`src/rtl/gpio_bank_pkg.sv`:
```
package gpio_bank_pkg;
  localparam int unsigned OFF_INDATA = 32'h000;
  localparam int unsigned OFF_SET    = 32'h008;
  localparam int unsigned OFF_CLR    = 32'h010;
  localparam int unsigned OFF_CONST  = 32'h090;
  localparam int unsigned OFF_CFG    = 32'h400;

  localparam int OE_BIT  = 0;
  localparam int INV_BIT = 1;
  localparam int OD_BIT  = 12;
  localparam int SEL_LSB = 16;
  localparam int SEL_W   = 10;

  typedef enum logic [2:0] {
    SRC_NONE,
    SRC_INDATA,
    SRC_LATCH,
    SRC_CFG,
    SRC_CONST
  } rd_src_e;
endpackage

```
`src/rtl/gpio_bank_regdec.sv`:
```
module gpio_bank_regdec
  import gpio_bank_pkg::*;
#(
  parameter int ADDR_W = 12,
  parameter int LINES  = 64,
  parameter int IDX_W  = 6
) (
  input  logic [ADDR_W-1:0] addr,
  output logic              hit_set,
  output logic              hit_clr,
  output logic              hit_cfg,
  output logic [IDX_W-1:0]  cfg_idx,
  output rd_src_e           rd_src
);
  localparam int unsigned CFG_END = OFF_CFG + 8 * LINES;

  int unsigned a;
  logic        aligned;

  always_comb begin
    a       = 32'(addr);
    aligned = (addr[2:0] == 3'b000);
    hit_set = aligned && (a == OFF_SET);
    hit_clr = aligned && (a == OFF_CLR);
    hit_cfg = aligned && (a >= OFF_CFG) && (a < CFG_END);
    cfg_idx = IDX_W'((a - OFF_CFG) >> 3);
    rd_src  = SRC_NONE;
    if (aligned) begin
      if (a == OFF_INDATA)     rd_src = SRC_INDATA;
      else if (a == OFF_SET)   rd_src = SRC_LATCH;
      else if (a == OFF_CONST) rd_src = SRC_CONST;
      else if (hit_cfg)        rd_src = SRC_CFG;
    end
  end
endmodule

```
`src/rtl/gpio_bank_cfg.sv`:
```
module gpio_bank_cfg
  import gpio_bank_pkg::*;
#(
  parameter int LINES = 64,
  parameter int IDX_W = 6
) (
  input  logic             clk,
  input  logic             rst,
  input  logic             wr_en,
  input  logic [IDX_W-1:0] idx,
  input  logic             oe_in,
  input  logic             inv_in,
  input  logic             od_in,
  input  logic [SEL_W-1:0] sel_in,
  input  logic             rd_en,
  output logic [LINES-1:0] oe_mask,
  output logic [LINES-1:0] inv_mask,
  output logic [LINES-1:0] od_mask,
  output logic [LINES-1:0] gpio_mask,
  output logic             rd_oe,
  output logic             rd_inv,
  output logic             rd_od,
  output logic [SEL_W-1:0] rd_sel
);
  // function select kept in a RAM without reset; gpio_mask tells whether it is zero
  logic [SEL_W-1:0] sel_mem [LINES];
  logic [SEL_W-1:0] sel_q;
  logic             gpio_q;

  always_ff @(posedge clk) begin
    if (wr_en) sel_mem[idx] <= sel_in;
    if (rd_en) sel_q <= sel_mem[idx];
  end

  always_ff @(posedge clk) begin
    if (rst) begin
      oe_mask   <= '0;
      inv_mask  <= '0;
      od_mask   <= '0;
      gpio_mask <= '1;
    end else if (wr_en) begin
      oe_mask[idx]   <= oe_in;
      inv_mask[idx]  <= inv_in;
      od_mask[idx]   <= od_in;
      gpio_mask[idx] <= (sel_in == '0);
    end
  end

  always_ff @(posedge clk) begin
    if (rst) begin
      rd_oe  <= 1'b0;
      rd_inv <= 1'b0;
      rd_od  <= 1'b0;
      gpio_q <= 1'b1;
    end else if (rd_en) begin
      rd_oe  <= oe_mask[idx];
      rd_inv <= inv_mask[idx];
      rd_od  <= od_mask[idx];
      gpio_q <= gpio_mask[idx];
    end
  end

  assign rd_sel = gpio_q ? '0 : sel_q;
endmodule

```
`src/rtl/gpio_bank_pads.sv`:
```
module gpio_bank_pads #(
  parameter int LINES = 64
) (
  input  logic             clk,
  input  logic             rst,
  input  logic [LINES-1:0] latch,
  input  logic [LINES-1:0] oe_mask,
  input  logic [LINES-1:0] inv_mask,
  input  logic [LINES-1:0] od_mask,
  input  logic [LINES-1:0] gpio_mask,
  output logic [LINES-1:0] pad_out,
  output logic [LINES-1:0] pad_oe
);
  for (genvar i = 0; i < LINES; i++) begin : g_line
    logic v;
    assign v = latch[i] ^ inv_mask[i];
    always_ff @(posedge clk) begin
      if (rst) begin
        pad_out[i] <= 1'b0;
        pad_oe[i]  <= 1'b0;
      end else begin
        pad_out[i] <= gpio_mask[i] & ~od_mask[i] & v;
        pad_oe[i]  <= gpio_mask[i] & oe_mask[i] & (~od_mask[i] | ~v);
      end
    end
  end
endmodule

```
`src/rtl/gpio_bank.sv`:
```
module gpio_bank
  import gpio_bank_pkg::*;
#(
  parameter int LINES    = 64,
  parameter int DATA_W   = 64,
  parameter int ADDR_W   = 12,
  parameter int BASE_VEC = 48
) (
  input  logic              clk,
  input  logic              rst,
  input  logic              bus_wr,
  input  logic              bus_rd,
  input  logic [ADDR_W-1:0] bus_addr,
  input  logic [DATA_W-1:0] bus_wdata,
  output logic [DATA_W-1:0] bus_rdata,
  input  logic [LINES-1:0]  pad_in_filt,
  output logic [LINES-1:0]  pad_out,
  output logic [LINES-1:0]  pad_oe
);
  localparam int IDX_W = (LINES > 1) ? $clog2(LINES) : 1;
  localparam logic [7:0] CNT8 = 8'(LINES);
  localparam logic [7:0] VEC8 = 8'(BASE_VEC);
  localparam logic [DATA_W-1:0] CONST_WORD = DATA_W'({VEC8, CNT8});

  logic             hit_set, hit_clr, hit_cfg;
  logic [IDX_W-1:0] cfg_idx;
  rd_src_e          rd_src;

  logic [LINES-1:0] out_latch;
  logic [LINES-1:0] oe_mask, inv_mask, od_mask, gpio_mask;
  logic             rd_oe, rd_inv, rd_od;
  logic [SEL_W-1:0] rd_sel;
  logic             cfg_rd_en;
  logic [DATA_W-1:0] hold_q;
  logic              cfg_q;
  logic [DATA_W-1:0] cfg_word;

  gpio_bank_regdec #(.ADDR_W(ADDR_W), .LINES(LINES), .IDX_W(IDX_W)) u_dec (
    .addr    (bus_addr),
    .hit_set (hit_set),
    .hit_clr (hit_clr),
    .hit_cfg (hit_cfg),
    .cfg_idx (cfg_idx),
    .rd_src  (rd_src)
  );

  assign cfg_rd_en = bus_rd && (rd_src == SRC_CFG);

  gpio_bank_cfg #(.LINES(LINES), .IDX_W(IDX_W)) u_cfg (
    .clk       (clk),
    .rst       (rst),
    .wr_en     (bus_wr && hit_cfg),
    .idx       (cfg_idx),
    .oe_in     (bus_wdata[OE_BIT]),
    .inv_in    (bus_wdata[INV_BIT]),
    .od_in     (bus_wdata[OD_BIT]),
    .sel_in    (bus_wdata[SEL_LSB +: SEL_W]),
    .rd_en     (cfg_rd_en),
    .oe_mask   (oe_mask),
    .inv_mask  (inv_mask),
    .od_mask   (od_mask),
    .gpio_mask (gpio_mask),
    .rd_oe     (rd_oe),
    .rd_inv    (rd_inv),
    .rd_od     (rd_od),
    .rd_sel    (rd_sel)
  );

  gpio_bank_pads #(.LINES(LINES)) u_pads (
    .clk       (clk),
    .rst       (rst),
    .latch     (out_latch),
    .oe_mask   (oe_mask),
    .inv_mask  (inv_mask),
    .od_mask   (od_mask),
    .gpio_mask (gpio_mask),
    .pad_out   (pad_out),
    .pad_oe    (pad_oe)
  );

  always_ff @(posedge clk) begin
    if (rst) begin
      out_latch <= '0;
    end else if (bus_wr && hit_set) begin
      out_latch <= out_latch | bus_wdata[LINES-1:0];
    end else if (bus_wr && hit_clr) begin
      out_latch <= out_latch & ~bus_wdata[LINES-1:0];
    end
  end

  always_ff @(posedge clk) begin
    if (rst) begin
      hold_q <= '0;
      cfg_q  <= 1'b0;
    end else if (bus_rd) begin
      cfg_q <= (rd_src == SRC_CFG);
      unique case (rd_src)
        SRC_INDATA: hold_q <= DATA_W'(pad_in_filt ^ inv_mask);
        SRC_LATCH:  hold_q <= DATA_W'(out_latch);
        SRC_CONST:  hold_q <= CONST_WORD;
        default:    hold_q <= '0;
      endcase
    end
  end

  always_comb begin
    cfg_word = '0;
    cfg_word[OE_BIT]  = rd_oe;
    cfg_word[INV_BIT] = rd_inv;
    cfg_word[OD_BIT]  = rd_od;
    cfg_word[SEL_LSB +: SEL_W] = rd_sel;
  end

  assign bus_rdata = cfg_q ? cfg_word : hold_q;
endmodule

```
`config.mk`:
```
export PLATFORM = sky130hd
export DESIGN_NAME = gpio_bank
export DESIGN_NICKNAME = d
export VERILOG_FILES = /design/src/rtl/gpio_bank_pkg.sv /design/src/rtl/gpio_bank_regdec.sv /design/src/rtl/gpio_bank_cfg.sv /design/src/rtl/gpio_bank_pads.sv /design/src/rtl/gpio_bank.sv
export SDC_FILE = /design/constraint.sdc
export NUM_CORES = 2
export LEC_CHECK = 0
export ABC_AREA = 1
export BUFFER_PORTS_ARGS = -buffer_cell sky130_fd_sc_hd__buf_2
export CAP_MARGIN = 20
export CORE_MARGIN = 4
export CORE_UTILIZATION = 59
export DETAILED_ROUTE_END_ITERATION = 10
export GPL_TIMING_DRIVEN = 0
export PLACE_DENSITY = 0.78
export RECOVER_POWER = 25
export REMOVE_ABC_BUFFERS = 1
export SYNTH_ARGS = -nofsm -noshare
export SYNTH_HDL_FRONTEND = slang
export SYNTH_SLANG_ARGS = --single-unit
```
`constraint.sdc`:
```
create_clock -name clk -period 4.9 [get_ports clk]
set_input_delay 0 -clock clk [delete_from_list [all_inputs] [get_ports clk]]
set_output_delay 0 -clock clk [all_outputs]
set_load 0.1 [all_outputs]
```
==> impl_metrics.yaml <==
cts:
  clockBufferDepth: 3
  insertion_delay_ns: 0.69
  cts_root_buf: "clkbuf_16"
  clock_sinks: 1167
  path_clk_slew_ns: 0.06
  htree_num_levels: 3
  cts_tree: "yes"
  numCtsBuffers: 115
  post_cts_buffers: 0
cells_and_area:
  multi_input_area_sq_mm: 0.0154
  fin_util_pct: 70.0
  seq_area_sq_mm: 0.0299
  stdcell_count: 6554
  area_delta_synth_final_pct: 17.8
  num-nets-final: 5536
  fillers: 5673
  drive_gt1_share_pct: 11.9
power:
  p_int_uw: 15800
  powerDensity_mw_per_mm2: 360
  swShare_pct: 21.9
  p_total_uw: 20300
  net-switching-power_uw: 4430
  seqPwrFrac_pct: 51.0
  power_frac_comb_pct: 4.9
  power.leakage_uw: 0.0225
  peakVddDrop_mv: 0.306
  clkPwrFrac_pct: 44.1
sta:
  tightest_slew_ns: 2.50
  min_period_ns: 3.95
  setup_viol: 0
  clock.fmax_ghz: 0.253
  slew_headroom_pct: -66.5
  tns_ns: 0
  hold_viol: 0
  maxSlewViolCount: 430
  finalCritPeriodShare_pct: 80.7
  rsz0062_at_grt: "no"
  fin_worst_skew_ns: 0.0173
  fin_hold_ws_ns: 0.0563
synth:
  async_flop_share_pct: 0
  syn_avg_cell_area_sq_um: 9.59
  ys_warn_count: 0
  synth_edf_count: 650
  synth-seq-cells: 1167
  syn-instance-count: 4977
  synth_ff_type: "edfxtp_1"
  synth_area_sq_mm: 0.0477
  ys_types: 39
  synth-seq-area-share_pct: 62.6
route:
  num_vias: 38400
  drc_errors: 0
  wl_per_cell_um: 21.5
  wl_mm: 141
  dr.pass1.iters: 7
  vias_per_cell: 5.87
  drt_iter0_markers: 4955
  antenna_left: 0
grt:
  grt_pass1_wl_mm: 213
  track_usage_pct: 32.0
  antenna_found_initial: 2
  grt_max_degree: 131
  grt_pass1_vias: 37000
  overflow: 0
floorplan:
  pin_count: 336
  row_count: 104
  die_w_um: 292
  coreArea_sq_mm: 0.0803
  dieArea_sq_mm: 0.0855
  initial_utilization_pct: 59.4
  dieHeight_um: 292
placement:
  gp_congestion: 0.879
  dp_hpwl_mm: 84.2
  placed_cells_incl_taps: 6159
  port_buffers: 335
worst_setup_path:
  worstPathRequired_ns: 5.43
  cp-end-kind: "register"
  crit_start: "bus_wdata[21]"
  worstPathMaxFanout: 51
  crit_type: "input port to register"
  reg2reg_depth: 6
  r2r-end: "hold_q[20]"
  worstReg2RegStart: "u_cfg.inv_mask[20]"
  reg2reg_setup_slack_ns: 2.86
  startpoint_type: "input port"
  cp.arrival_ns: 4.48
run_status:
  failed_checks: "max-capacitance violations, max-slew violations"
  status: "complete, but fails checks"
run:
  maxCapViolations: 10
worst_hold_path:
  hold_depth: 4
  hold_class: "input port to register"
  hold_end: "hold_q[37]"
  min-delay-start: "bus_rd"
==> how the worst max path moves through the flow <==
stage / end / slack, ns / depth (start not counted)
2_1_floorplan: u_cfg.sel_q[1] / 1.19 / 9
3_3_place_gp: u_cfg.od_mask[47] / -8.20 / 4
3_5_place_dp: u_cfg.sel_q[0] / 0.78 / 12
4_1_cts: u_cfg.sel_q[6] / 1.43 / 13
5_1_grt: u_cfg.gpio_mask[62] / 0.84 / 11
6_report: u_cfg.gpio_mask[50] / 0.95 / 11
==> worst max-delay path, cell delays in order <==
cell and delay, ns:
dlygate4sd3_1 0.53, clkbuf_1 0.62, clkbuf_1 1.82, inv_1 0.21, nand4_1 0.25, nor4_4 0.11, buf_6 0.25, buf_6 0.17
buf_6 0.17, a21oi_1 0.13, o21ai_0 0.14
==> metal layers <==
metal  vias to the layer above  routed length [um]  global-route usage [%]
li1                      17600                   -                       -
met2                      2249               65700                    51.7
met3                       440               14900                    6.38
met1                     18100               53000                    41.5
met5                         -                   0                       0
met4                         0                7140                    16.0
==> Yosys cell counts (10+ instances only) <==
cell | n | area, sq um
nand2_1 | 1555 | 5840
inv_1 | 372 | 1400
nand4_1 | 57 | 357
nor2_4 | 64 | 721
nand2_4 | 11 | 124
nor4_1 | 64 | 400
buf_1 | 15 | 56.3
inv_2 | 10 | 37.5
o21ai_0 | 458 | 2290
a21oi_1 | 470 | 2350
buf_2 | 65 | 325
nand3_1 | 54 | 270
dfxtp_1 | 517 | 10300
o21ai_1 | 25 | 125
nor2_1 | 127 | 477
edfxtp_1 | 650 | 19500
clkbuf_1 | 177 | 664
o2111ai_1 | 69 | 604
xnor2_1 | 127 | 1110
a22oi_1 | 37 | 278
==> state kept, by name, indices dropped and copies added (netlist names), named ones only <==
name and count:
cfg_q 1, hold_q 64, u_cfg.gpio_mask 64, u_cfg.gpio_q 1, u_cfg.inv_mask 64, u_cfg.od_mask 64, u_cfg.oe_mask 64, u_cfg.rd_inv 1
u_cfg.rd_od 1, u_cfg.rd_oe 1, u_cfg.sel_mem 640, u_cfg.sel_q 10, u_pads.pad_oe 64, u_pads.pad_out 64
==> area by class of cell <==
type,count,share of cell area (%)
diodes,2,0.00890
repair buffers,560,7.71
inverters,383,2.63
flip-flops and latches,1167,53.1
multi-input cells,3165,27.3
clock inverters,52,0.961
clock buffers,165,5.87
well taps,1060,2.36
==> placed cells by master, fill, tap and decap left out, drive strengths merged, types with 10 or more instances in the layout <==
| cell type | n |
|---|---|
| nand2 | 1566 |
| edfxtp | 650 |
| dfxtp | 517 |
| o21ai | 483 |
| a21oi | 470 |
| inv | 384 |
| buf | 374 |
| nor2 | 194 |
| clkbuf | 182 |
| dlygate4sd3 | 169 |
| xnor2 | 127 |
| o2111ai | 69 |
| nor4 | 65 |
| nand4 | 57 |
| nand3 | 57 |
| a22oi | 37 |
| clkinv | 35 |
| bufinv | 10 |
| nor3 | 10 |
==> kinds of logic after synthesis <==
family / after synthesis / share of synthesized area, %
simple gates: 1958 / 17.6
flops: 1167 / 62.6
compound gates: 1080 / 12.2
buf+inv: 645 / 5.29
xor+xnor: 127 / 2.33
==> repair_timing <==
action | in CTS | in global routing
hold endpoints to repair | 465 | 157
endpoints found under the setup margin | 0 | 0
resized for setup | 0 | 0
hold buffers | 163 | 6
==> power groups by stage <==
stage               clock network, uW  logic [uW]  registers [uW]
finish                           8930         993           10300
global route                     9410        1050           10300
CTS                              8970         961           10300
detailed placement                  0         876           10500
global placement                    0         825           10500
floorplan                           0         349           10500
==> stage by stage <==
step | setup slack [ns] | cell area (sq um)
finish | 0.947 | 56200
global route | 0.836 | 56200
CTS | 1.43 | 56100
detailed placement | 0.781 | 50700
global placement | -8.20 | 49600
floorplan | 1.19 | 46600
(Power assumes the default switching activity.)
